[src/rtl/brx_pkg.sv]
package brx_pkg;

  typedef enum logic [2:0] {
    S_IDLE,
    S_RD_HI,
    S_RD_LO,
    S_RD_PACK,
    S_WR_WAIT,
    S_WR_HI,
    S_WR_LO
  } brx_state_e;

  localparam logic [2:0] TAG_RD_HDR = 3'b011;
  localparam logic [2:0] TAG_WR_ACK = 3'b010;

endpackage

[src/rtl/brx_cursor.sv]
module brx_cursor #(
  parameter int ADDR_W   = 5,
  parameter int CNT_W    = 8,
  parameter int NUM_REGS = 20
) (
  input  logic              clk,
  input  logic              rst,
  input  logic              load_i,
  input  logic [ADDR_W-1:0] load_addr_i,
  input  logic [CNT_W-1:0]  load_cnt_i,
  input  logic              step2_i,
  output logic [ADDR_W-1:0] cur_addr_o,
  output logic              hi_ok_o,
  output logic              lo_ok_o,
  output logic              lo_exists_o,
  output logic              last_pair_o
);

  localparam int CUR_W = ((ADDR_W > CNT_W) ? ADDR_W : CNT_W) + 2;
  localparam int REM_W = CNT_W + 1;
  localparam logic [CUR_W-1:0] LIMIT = CUR_W'(NUM_REGS);

  logic [CUR_W-1:0] cur_q;
  logic [REM_W-1:0] rem_q;
  logic [CUR_W-1:0] cur_plus1;

  assign cur_plus1   = cur_q + CUR_W'(1);
  assign hi_ok_o     = (cur_q < LIMIT);
  assign lo_exists_o = (rem_q >= REM_W'(2));
  assign lo_ok_o     = lo_exists_o && (cur_plus1 < LIMIT);
  assign last_pair_o = (rem_q <= REM_W'(2));
  assign cur_addr_o  = cur_q[ADDR_W-1:0];

  always_ff @(posedge clk) begin
    if (rst) begin
      cur_q <= '0;
      rem_q <= '0;
    end else if (load_i) begin
      cur_q <= CUR_W'(load_addr_i);
      rem_q <= REM_W'(load_cnt_i) + REM_W'(1);
    end else if (step2_i) begin
      cur_q <= cur_q + CUR_W'(2);
      rem_q <= lo_exists_o ? (rem_q - REM_W'(2)) : '0;
    end
  end

  AST_STEP_HAS_WORK: assert property (@(posedge clk) disable iff (rst)
    step2_i |-> (rem_q != '0));

endmodule

[src/rtl/brx_pack.sv]
module brx_pack #(
  parameter int DATA_W = 8
) (
  input  logic                clk,
  input  logic                rst,
  input  logic                rd_ok_i,
  input  logic                cap_hi_i,
  input  logic [DATA_W-1:0]   rdata_i,
  output logic [2*DATA_W-1:0] packed_o
);

  logic              ok_q;
  logic [DATA_W-1:0] hi_q;
  logic [DATA_W-1:0] lo_sel;

  assign lo_sel   = ok_q ? rdata_i : '0;
  assign packed_o = {hi_q, lo_sel};

  always_ff @(posedge clk) begin
    if (rst) begin
      ok_q <= 1'b0;
      hi_q <= '0;
    end else begin
      ok_q <= rd_ok_i;
      if (cap_hi_i) hi_q <= ok_q ? rdata_i : '0;
    end
  end

endmodule

[src/rtl/brx_ctrl.sv]
module brx_ctrl
  import brx_pkg::*;
#(
  parameter int ADDR_W = 5,
  parameter int CNT_W  = 8,
  parameter int DATA_W = 8
) (
  input  logic                clk,
  input  logic                rst,
  input  logic                cmd_start_i,
  input  logic                cmd_write_i,
  input  logic [ADDR_W-1:0]   cmd_addr_i,
  input  logic [CNT_W-1:0]    cmd_cnt_i,
  input  logic                wr_word_valid_i,
  input  logic [2*DATA_W-1:0] wr_word_i,
  input  logic [ADDR_W-1:0]   cur_addr_i,
  input  logic                hi_ok_i,
  input  logic                lo_ok_i,
  input  logic                lo_exists_i,
  input  logic                last_pair_i,
  input  logic [2*DATA_W-1:0] packed_i,
  output logic                load_o,
  output logic                step2_o,
  output logic                rd_ok_o,
  output logic                cap_hi_o,
  output logic                rsp_valid_o,
  output logic [2*DATA_W-1:0] rsp_word_o,
  output logic [CNT_W-1:0]    frame_ext_o,
  output logic                busy_o,
  output logic                cmd_lock_o,
  output logic [ADDR_W-1:0]   rf_addr_o,
  output logic                rf_re_o,
  output logic                rf_we_o,
  output logic [DATA_W-1:0]   rf_wdata_o
);

  localparam int WORD_W = 2 * DATA_W;

  brx_state_e        state_q, state_n;
  logic [WORD_W-1:0] wbuf_q;
  logic              accept;
  logic [WORD_W-1:0] hdr_word, ack_word;

  assign accept   = (state_q == S_IDLE) && cmd_start_i;
  assign hdr_word = WORD_W'({TAG_RD_HDR, cmd_addr_i, cmd_cnt_i});
  assign ack_word = WORD_W'({TAG_WR_ACK, cmd_addr_i, cmd_cnt_i});
  assign load_o   = accept;
  assign busy_o   = (state_q != S_IDLE);
  assign cmd_lock_o = (state_q == S_RD_HI) || (state_q == S_RD_LO) ||
                      (state_q == S_RD_PACK);

  always_comb begin
    state_n = state_q;
    unique case (state_q)
      S_IDLE:    if (accept) state_n = cmd_write_i ? S_WR_WAIT : S_RD_HI;
      S_RD_HI:   state_n = S_RD_LO;
      S_RD_LO:   state_n = S_RD_PACK;
      S_RD_PACK: state_n = last_pair_i ? S_IDLE : S_RD_HI;
      S_WR_WAIT: if (wr_word_valid_i) state_n = S_WR_HI;
      S_WR_HI:   state_n = lo_exists_i ? S_WR_LO : S_IDLE;
      S_WR_LO:   state_n = last_pair_i ? S_IDLE : S_WR_WAIT;
      default:   state_n = S_IDLE;
    endcase
  end

  always_comb begin
    rf_addr_o  = cur_addr_i;
    rf_re_o    = 1'b0;
    rf_we_o    = 1'b0;
    rf_wdata_o = '0;
    rd_ok_o    = 1'b0;
    cap_hi_o   = 1'b0;
    step2_o    = 1'b0;
    unique case (state_q)
      S_RD_HI: begin
        rf_re_o = hi_ok_i;
        rd_ok_o = hi_ok_i;
      end
      S_RD_LO: begin
        rf_addr_o = cur_addr_i + ADDR_W'(1);
        rf_re_o   = lo_ok_i;
        rd_ok_o   = lo_ok_i;
        cap_hi_o  = 1'b1;
      end
      S_RD_PACK: step2_o = 1'b1;
      S_WR_HI: begin
        rf_we_o    = hi_ok_i;
        rf_wdata_o = wbuf_q[WORD_W-1:DATA_W];
      end
      S_WR_LO: begin
        rf_addr_o  = cur_addr_i + ADDR_W'(1);
        rf_we_o    = lo_ok_i;
        rf_wdata_o = wbuf_q[DATA_W-1:0];
        step2_o    = 1'b1;
      end
      default: ;
    endcase
  end

  always_ff @(posedge clk) begin
    if (rst) begin
      state_q     <= S_IDLE;
      rsp_valid_o <= 1'b0;
      rsp_word_o  <= '0;
      frame_ext_o <= '0;
      wbuf_q      <= '0;
    end else begin
      state_q     <= state_n;
      rsp_valid_o <= 1'b0;
      if (state_n == S_IDLE) frame_ext_o <= '0;
      if (accept) begin
        rsp_valid_o <= 1'b1;
        rsp_word_o  <= cmd_write_i ? ack_word : hdr_word;
        frame_ext_o <= cmd_write_i ? (cmd_cnt_i >> 1) : '0;
      end else if (state_q == S_RD_PACK) begin
        rsp_valid_o <= 1'b1;
        rsp_word_o  <= packed_i;
      end
      if ((state_q == S_WR_WAIT) && wr_word_valid_i) wbuf_q <= wr_word_i;
    end
  end

  AST_HDR_AFTER_START: assert property (@(posedge clk) disable iff (rst)
    (accept && !cmd_write_i) |=> (rsp_valid_o && rsp_word_o[WORD_W-1 -: 3] == TAG_RD_HDR));
  AST_ACK_AFTER_START: assert property (@(posedge clk) disable iff (rst)
    (accept && cmd_write_i) |=> (rsp_valid_o && rsp_word_o[WORD_W-1 -: 3] == TAG_WR_ACK));
  AST_LOCK_IN_BUSY: assert property (@(posedge clk) disable iff (rst)
    cmd_lock_o |-> busy_o);
  AST_EXT_IDLE_ZERO: assert property (@(posedge clk) disable iff (rst)
    !busy_o |-> (frame_ext_o == '0));
  AST_RF_EXCL: assert property (@(posedge clk) disable iff (rst)
    !(rf_we_o && rf_re_o));
  AST_BUSY_AFTER_ACCEPT: assert property (@(posedge clk) disable iff (rst)
    accept |=> busy_o);

endmodule

[src/rtl/brst_xfer_engine.sv]
module brst_xfer_engine #(
  parameter int NUM_REGS = 20,
  parameter int ADDR_W   = 5,
  parameter int CNT_W    = 8,
  parameter int DATA_W   = 8
) (
  input  logic                clk,
  input  logic                rst,
  input  logic                cmd_start_i,
  input  logic                cmd_write_i,
  input  logic [ADDR_W-1:0]   cmd_addr_i,
  input  logic [CNT_W-1:0]    cmd_cnt_i,
  input  logic                wr_word_valid_i,
  input  logic [2*DATA_W-1:0] wr_word_i,
  output logic                rsp_valid_o,
  output logic [2*DATA_W-1:0] rsp_word_o,
  output logic [CNT_W-1:0]    frame_ext_o,
  output logic                busy_o,
  output logic                cmd_lock_o,
  output logic [ADDR_W-1:0]   rf_addr_o,
  output logic                rf_re_o,
  output logic                rf_we_o,
  output logic [DATA_W-1:0]   rf_wdata_o,
  input  logic [DATA_W-1:0]   rf_rdata_i
);

  localparam int WORD_W = 2 * DATA_W;

  logic [ADDR_W-1:0] cur_addr;
  logic              hi_ok, lo_ok, lo_exists, last_pair;
  logic              load, step2, rd_ok, cap_hi;
  logic [WORD_W-1:0] packed_word;

  brx_cursor #(.ADDR_W(ADDR_W), .CNT_W(CNT_W), .NUM_REGS(NUM_REGS)) u_cursor (
    .clk(clk), .rst(rst),
    .load_i(load), .load_addr_i(cmd_addr_i), .load_cnt_i(cmd_cnt_i),
    .step2_i(step2),
    .cur_addr_o(cur_addr), .hi_ok_o(hi_ok), .lo_ok_o(lo_ok),
    .lo_exists_o(lo_exists), .last_pair_o(last_pair)
  );

  brx_pack #(.DATA_W(DATA_W)) u_pack (
    .clk(clk), .rst(rst),
    .rd_ok_i(rd_ok), .cap_hi_i(cap_hi), .rdata_i(rf_rdata_i),
    .packed_o(packed_word)
  );

  brx_ctrl #(.ADDR_W(ADDR_W), .CNT_W(CNT_W), .DATA_W(DATA_W)) u_ctrl (
    .clk(clk), .rst(rst),
    .cmd_start_i(cmd_start_i), .cmd_write_i(cmd_write_i),
    .cmd_addr_i(cmd_addr_i), .cmd_cnt_i(cmd_cnt_i),
    .wr_word_valid_i(wr_word_valid_i), .wr_word_i(wr_word_i),
    .cur_addr_i(cur_addr), .hi_ok_i(hi_ok), .lo_ok_i(lo_ok),
    .lo_exists_i(lo_exists), .last_pair_i(last_pair),
    .packed_i(packed_word),
    .load_o(load), .step2_o(step2), .rd_ok_o(rd_ok), .cap_hi_o(cap_hi),
    .rsp_valid_o(rsp_valid_o), .rsp_word_o(rsp_word_o),
    .frame_ext_o(frame_ext_o), .busy_o(busy_o), .cmd_lock_o(cmd_lock_o),
    .rf_addr_o(rf_addr_o), .rf_re_o(rf_re_o), .rf_we_o(rf_we_o),
    .rf_wdata_o(rf_wdata_o)
  );

  AST_NO_OOR_WRITE: assert property (@(posedge clk) disable iff (rst)
    rf_we_o |-> (int'(rf_addr_o) < NUM_REGS));
  AST_NO_OOR_READ: assert property (@(posedge clk) disable iff (rst)
    rf_re_o |-> (int'(rf_addr_o) < NUM_REGS));
  AST_IDLE_QUIET: assert property (@(posedge clk) disable iff (rst)
    !busy_o |-> !(rf_we_o || rf_re_o));

endmodule

[config.mk]
export PLATFORM = sky130hd
export DESIGN_NAME = brst_xfer_engine
export DESIGN_NICKNAME = d
export VERILOG_FILES = /design/src/rtl/brx_pkg.sv /design/src/rtl/brx_cursor.sv /design/src/rtl/brx_pack.sv /design/src/rtl/brx_ctrl.sv /design/src/rtl/brst_xfer_engine.sv
export SDC_FILE = /design/constraint.sdc
export NUM_CORES = 1
export LEC_CHECK = 0
export BUFFER_PORTS_ARGS = -buffer_cell sky130_fd_sc_hd__buf_2
export CAP_MARGIN = 30
export CORE_UTILIZATION = 35
export CTS_BUF_LIST = sky130_fd_sc_hd__clkbuf_4 sky130_fd_sc_hd__clkbuf_8
export DETAILED_ROUTE_END_ITERATION = 10
export SYNTH_ARGS = -nofsm -noshare
export SYNTH_HDL_FRONTEND = slang
export SYNTH_HIERARCHICAL = 1
export SYNTH_SLANG_ARGS = --single-unit
export TNS_END_PERCENT = 1
[constraint.sdc]
create_clock -name clk -period 3.2 [get_ports clk]
set_input_delay 0.96 -clock clk [delete_from_list [all_inputs] [get_ports clk]]
set_output_delay 0.96 -clock clk [all_outputs]
set_load 0.005 [all_outputs]
Word-level counts from Yosys, hierarchy flattened
Cells that the tools add are included.
W data, S select, Z words.

cells by class
  $mul = 0
  reduce and logical (&&, ||, !) cells = 14
  bitwise logic cells = 0
  equality and inequality tests = 6
  mux-type cells = 27
  div/mod/pow operators = 0
  add/sub/neg operators = 5
  shift operators = 0
  $lt $le $gt $ge = 4

operators by type and width
  kind                     count
  $mux W16                 2
  $mux W9                  3
  $mux W8                  3
  $pmux W3 S7              1
  $lt A10 B5 Y1 const B    2
  $pmux W8 S2              1
  $mux W3                  5
  $mux W5                  3
  $mux W14                 1
  $add A10 B1 Y10 const B  1
  $add A10 B2 Y10 const B  1
  $add A8 B1 Y9 const B    1
  $eq A3 B3 Y1 const B     3
  $ge A9 B2 Y1 const B     1
  $le A9 B2 Y1 const B     1
  $sub A9 B2 Y9 const B    1
  $mux W7                  1
  $eq A3 B2 Y1 const B     2
  $logic_not A3 Y1         2
  $reduce_bool A2 Y1       3
  $reduce_or A2 Y1         3
  $add A5 B1 Y5 const B    1
  $mux W1                  5
  $pmux W1 S2              2
  other kinds (4)          7

word-level totals
  input port bits = 42
  bits in latches = 0
  output and inout port bits = 42
  memory bits (writable) = 0
  memories = 0
  bits in read-only memories = 0
  word-level logic and storage cells = 66
  bits in registers = 72

Logic depth before layout (Yosys ltp)
  depth after elaboration = 7
  mapped depth = 9
  mapped depth without buffers = 8

By module
The synthesis kept the hierarchy.

by module, submodules not included
  module      times used  area an instance (um2)  seq. area each (um2)  cells an instance
  brx_ctrl    1           1970.6                  860.8                 239
  brx_cursor  1           1441.4                  380.4                 185
  brx_pack    1           396.6                   180.2                 45

Worst setup path after synthesis
No wires, ideal clock.

  path type = reg-to-output
  start point = register u_cursor.cur_q[2]
  end point = output port rf_re_o
  data arrival time = 1.791 ns
  required time = 2.240 ns
  path buffers = 1
  stages on the path, launching flop included = 9
  slack = 0.449 ns
  cell sequence = dfxtp_1 ha_1 nand4_1 a211oi_2 o311ai_2 nor4_2 a22oi_1 nor2_1 buf_4

on the way
  longest elaborated chain between the ends = 4
  elaborated cells between the ends (all ways) = 5
  those cells by class = add/sub (1); order compare (2); mux (1); reduce/logical (1)

RTL lines
  element                   RTL line                RTL
  start: declaration        brx_cursor.sv:23        logic [CUR_W-1:0] cur_q;
  start signal: assignment  brx_cursor.sv:39        cur_q <= CUR_W'(load_addr_i);
  start signal: assignment  brx_cursor.sv:42        cur_q <= cur_q + CUR_W'(2);
  $add A10 B1 Y10           brx_cursor.sv:27        assign cur_plus1 = cur_q + CUR_W'(1);
  $lt A10 B5 Y1             brx_cursor.sv:30        assign lo_ok_o = lo_exists_o && (cur_plus1 < LIMIT);
  $logic_and A1 B1 Y1       brx_cursor.sv:30
  via lo_ok                 brst_xfer_engine.sv:30  logic hi_ok, lo_ok, lo_exists, last_pair;
  $pmux W1 S2               n/a
  end: declaration          brst_xfer_engine.sv:21  output logic rf_re_o,

The timed path passes the listed nets, and every way through them passes these cells.

Final worst setup path
  start point = register u_cursor.cur_q[1]
  end point = output port rf_we_o

on the way
  longest elaborated chain between the ends = 4
  elaborated cells between the ends (all ways) = 5
  those cells by class = add/sub (1); order compare (2); mux (1); reduce/logical (1)

RTL lines
  element              RTL line                RTL
  $add A10 B1 Y10      brx_cursor.sv:27
  $lt A10 B5 Y1        brx_cursor.sv:30
  $logic_and A1 B1 Y1  brx_cursor.sv:30
  via lo_ok            brst_xfer_engine.sv:30
  $pmux W1 S2          brx_ctrl.sv:74          unique case (state_q)
  end: declaration     brst_xfer_engine.sv:22  output logic rf_we_o,

The timed path passes the listed nets, and every way through them passes these cells.

==> out/results.txt <==
Area of the core: 10400 um^2. In this run the critical register-to-register path is captured at u_cursor/rem_q[5]. Width of the die: 106 um. Tracing the worst setup path back leads to its startpoint at u_cursor/cur_q[1]. The remaining max-slew budget at the tightest pin is 0.506, and the register bit total from synthesis is 71. In this run the tool buffered the top-level ports with 82 buffer cells.

Yosys printed 6 warnings. The number of enable flip-flop cells after synthesis was 0. The diode insertion count for antenna repair was 0; the setup TNS was -23.3 ps. The logic depth of the worst register-to-register path is 7.

The part of the total power dissipated in combinational logic was 0.250. Clock tree synthesis selected as its root buffer the cell sky130_fd_sc_hd__clkbuf_8. The tools report the starting utilization of the core area as 0.366. On the worst path, the slowest cell contributes a delay of 370 ps. The detailed-placement wirelength estimate was 7150 um; the mean instance size in the synthesized netlist was 8.12 um^2. Number of nets in the final layout: 584. The sequential cells in the finished layout cover a total of 1440 um^2. In this design, the largest share of critical-path delay is due to simple AND/OR/NAND/NOR gates.

Including well taps, the total number of placed cells is 659. Post-route fraction of the period consumed by the critical path: 1.01. The run gives 1.78 nW as the leakage power figure.

The largest individual stage delay along the critical path comes from the cell sky130_fd_sc_hd__dfxtp_4. The count of routing violations after the opening detailed-route iteration is 217. The run gives 0.434 as the fraction of the core area covered by cells at the end of the flow.

The leading cell type by number of instances after synthesis is sky130_fd_sc_hd__nand2_1. The count of final setup violators is 1. The initial antenna violation count is 0, and the combined area of the multi-input logic cells is 2160 um^2. The worst register-to-register path has a setup slack of 880 ps. The part of the total power dissipated in sequential elements is 0.437. The highest net fanout along the worst path works out to 7.

The checks that failed: negative setup slack. Before antenna repair, the detailed router went through 5 iterations. Clock latency on the worst-skew pair, taken at its later pin, is 350 ps.

After detailed routing, the average wire length per cell comes to 15.0 um. The sequential area share after synthesis is 0.373, and the wire length of the first global-routing pass is 15900 um. The number of clock buffers added by TritonCTS is 9. The synthesized area came out at 3810 um^2.

Share of synthesized registers carrying an async set or reset: 0. Timing would allow up to 310 MHz. The tightest min-delay check is of the flop to flop type. The largest total area in the synthesized netlist belongs to sky130_fd_sc_hd__dfxtp_1. Summing over every cut layer, the via total after detailed routing is 3527. The most critical setup path has its endpoint at rf_we_o.

The worst setup path is of the flop to primary output kind. Count of final hold-check violations: 0. The post-route DRC violation count was 0.

Across the routed clock network, the largest skew measured is 10.0 ps. For the final setup slack of the worst path, the log shows -23.3 ps. The fraction of post-synthesis cell area in the top cell type by area is 0.373.

The non-filler instance count after layout was 679; the clock sink count was 71. For the number of nets produced by synthesis, the log shows 515. The tool flagged a number of max-cap violations equal to 0. 84 I/O pins were placed. The depth of the CTS H-tree was 3; the chip height was 106 um. The number of different library cells used by synthesis comes to 63.

The analysis attributes to net switching a power of 0.000793 W. Power density relative to cell area: 526 nW/um^2. Clock-pin slew was measured on the worst setup and hold paths at 90 ps. The reg-to-reg startpoint is u_ctrl/state_q[2]. TritonCTS built the clock tree. The net switching fraction of the power is 0.333. After filler insertion, the fill cell instance count of the layout stands at 1048. Buffers inserted to repair hold after CTS numbered 0. Sorting the synthesized cells by area gives the leading types as sky130_fd_sc_hd__dfxtp_1, sky130_fd_sc_hd__nand2_1, sky130_fd_sc_hd__a21oi_1, sky130_fd_sc_hd__nor2_1, sky130_fd_sc_hd__a311oi_1. For the worst endpoint required time, the log shows 2240 ps. The critical path crosses 8 cells after its start point. Setup repair after global routing could not meet its margin everywhere. The die footprint was 11300 um^2; the worst hold slack was 458 ps.

The count of antenna-violating nets left after detailed routing is 0, and the count of buffering cells on the critical path with inverters included is 1. The run finished, with violations left. Across the VDD grid, the largest voltage drop is 0.000214 V. The cell-internal power came out at 0.00159 W. The commonest cells after synthesis are sky130_fd_sc_hd__nand2_1, sky130_fd_sc_hd__dfxtp_1, sky130_fd_sc_hd__a21oi_1, sky130_fd_sc_hd__nor2_1, sky130_fd_sc_hd__nand3_1.

Last weighted congestion value of the routability-driven placer: 0.868. Walking the worst path, the cells encountered are ha_4 -> mux2_2 -> o2bb2ai_2 -> a221oi_2 -> nor4_2 -> a22oi_2 -> nor2b_1 -> buf_2. The final-report max-slew violation count was 0; the proportion of layout cells with a drive suffix above 1 was 0.271. In the routed layout, each cell is associated on average with a via count of 5.19. Overall power after layout: 0.00238 W. The layout overhead on the synthesized area is 18.7%. For the pin count of the biggest net entering global routing, the log shows 34. The most used flip-flop cell after synthesis is sky130_fd_sc_hd__dfxtp_1. The routed design could run at a clock period as short as 3220 ps.

The worst setup path is captured at a primary output. The relative contribution of the clock network to total power came out at 0.313. The logs give 0 for the remaining global-route overflow and 0.177 for the total routing usage reported by global routing. STA classifies the critical path startpoint as a flop. After detailed routing, the total wire length is 10200 um. The tools report the cell count after synthesis as 469.

The tools report the via count of the first global-routing pass as 3316. In this run the deepest clock path goes through 2 buffers. The initialized floorplan defines 37 standard-cell rows. The data arrival time of the critical path was 2260 ps.

At the pin with the least slew margin, the transition time is 739 ps.
sequential cells by signal, summed over array words and instances (netlist names):
name / count
u_ctrl/rsp_word_o: 16
u_ctrl/wbuf_q: 16
u_cursor/cur_q: 10
u_cursor/rem_q: 9
u_pack/hi_q: 8
u_ctrl/frame_ext_o: 7
u_ctrl/state_q: 3
u_ctrl/rsp_valid_o: 1
u_pack/ok_q: 1
cells by family (layout without fill, tap and decap cells):
| group | count (synthesis) | in the layout | synth area share |
|---|---|---|---|
| xor gates and xnor gates | 16 | 16 | 0.0368 |
| DFF | 71 | 71 | 0.373 |
| other | 1 | 1 | 0.000985 |
| buffers and inverters | 44 | 118 | 0.0693 |
| and+or+nand+nor | 220 | 220 | 0.295 |
| muxes | 8 | 8 | 0.0217 |
| adders and majority gates | 5 | 5 | 0.0158 |
| AOI/OAI and AO/OA | 104 | 104 | 0.187 |
layout make-up:
class,count,share of cell area
multi-input combinational,354,0.479
sequential,71,0.318
timing repair buffer,96,0.116
tap,136,0.0376
clock buffer,9,0.0274
clock inverter,7,0.0172
inverter,6,0.00498
repair_timing:
item / in CTS / in global routing
buffers inserted: 1 / 3
setup endpoints to repair: 2 / 2
pin swaps: 4 / 8
gates resized for setup: 6 / 15
power groups by stage:
stage | combinational, W | sequential, W | clock, W
finish | 0.000594 | 0.00104 | 0.000744
floorplan | 0.000423 | 0.00103 | 0
global route | 0.000652 | 0.00105 | 0.000809
CTS | 0.000578 | 0.00104 | 0.000763
global placement | 0.000563 | 0.00105 | 0
detailed placement | 0.000568 | 0.00106 | 0
placed cells by master (no fill, tap or decap), types with 7 or more instances in the layout:
master and count:
sky130_fd_sc_hd__dfxtp_1 63, sky130_fd_sc_hd__nor2b_1 13, sky130_fd_sc_hd__a21oi_1 38, sky130_fd_sc_hd__nor2_1 36
sky130_fd_sc_hd__a311oi_1 12, sky130_fd_sc_hd__clkbuf_8 9, sky130_fd_sc_hd__and2_1 10, sky130_fd_sc_hd__o21ai_0 9
sky130_fd_sc_hd__nand2b_1 11, sky130_fd_sc_hd__xnor2_1 8, sky130_fd_sc_hd__a22o_1 7, sky130_fd_sc_hd__buf_4 12
sky130_fd_sc_hd__a22oi_1 10, sky130_fd_sc_hd__nand2_1 83, sky130_fd_sc_hd__nand3_1 20, sky130_fd_sc_hd__xor2_1 8
sky130_fd_sc_hd__buf_2 82, sky130_fd_sc_hd__nand4_1 9, sky130_fd_sc_hd__nor3_1 7
through the flow:
step,setup slack [ps],instance area (um^2)
6_report,-23.3,4520
5_1_grt,-108,4520
4_1_cts,2.66,4450
3_5_place_dp,279,4220
3_3_place_gp,309,4220
2_1_floorplan,449,3810
layer usage:
metal / vias up / global-route usage / wire length (um)
met5: - / 0 / 0
met4: 0 / 0.0645 / 195
met3: 14 / 0.0441 / 463
met2: 82 / 0.282 / 4780
met1: 1643 / 0.229 / 4720
li1: 1788 / - / -
worst min-delay path: stages, from the launching register on:
cell,delay (ps)
sky130_fd_sc_hd__dfxtp_1,320
sky130_fd_sc_hd__nand2_1,50
sky130_fd_sc_hd__a21oi_1,50
worst min-delay path by stage:
stage                            from                 to  depth (start not counted)
floorplan           u_ctrl/wbuf_q[10]  u_ctrl/wbuf_q[10]                          2
global placement    u_ctrl/wbuf_q[12]  u_ctrl/wbuf_q[12]                          2
detailed placement   u_ctrl/wbuf_q[7]   u_ctrl/wbuf_q[7]                          2
CTS                  u_ctrl/wbuf_q[7]   u_ctrl/wbuf_q[7]                          2
global route         u_ctrl/wbuf_q[4]   u_ctrl/wbuf_q[4]                          2
finish               u_ctrl/wbuf_q[1]   u_ctrl/wbuf_q[1]                          2
Note: power is estimated with default switching activity, not from simulation.
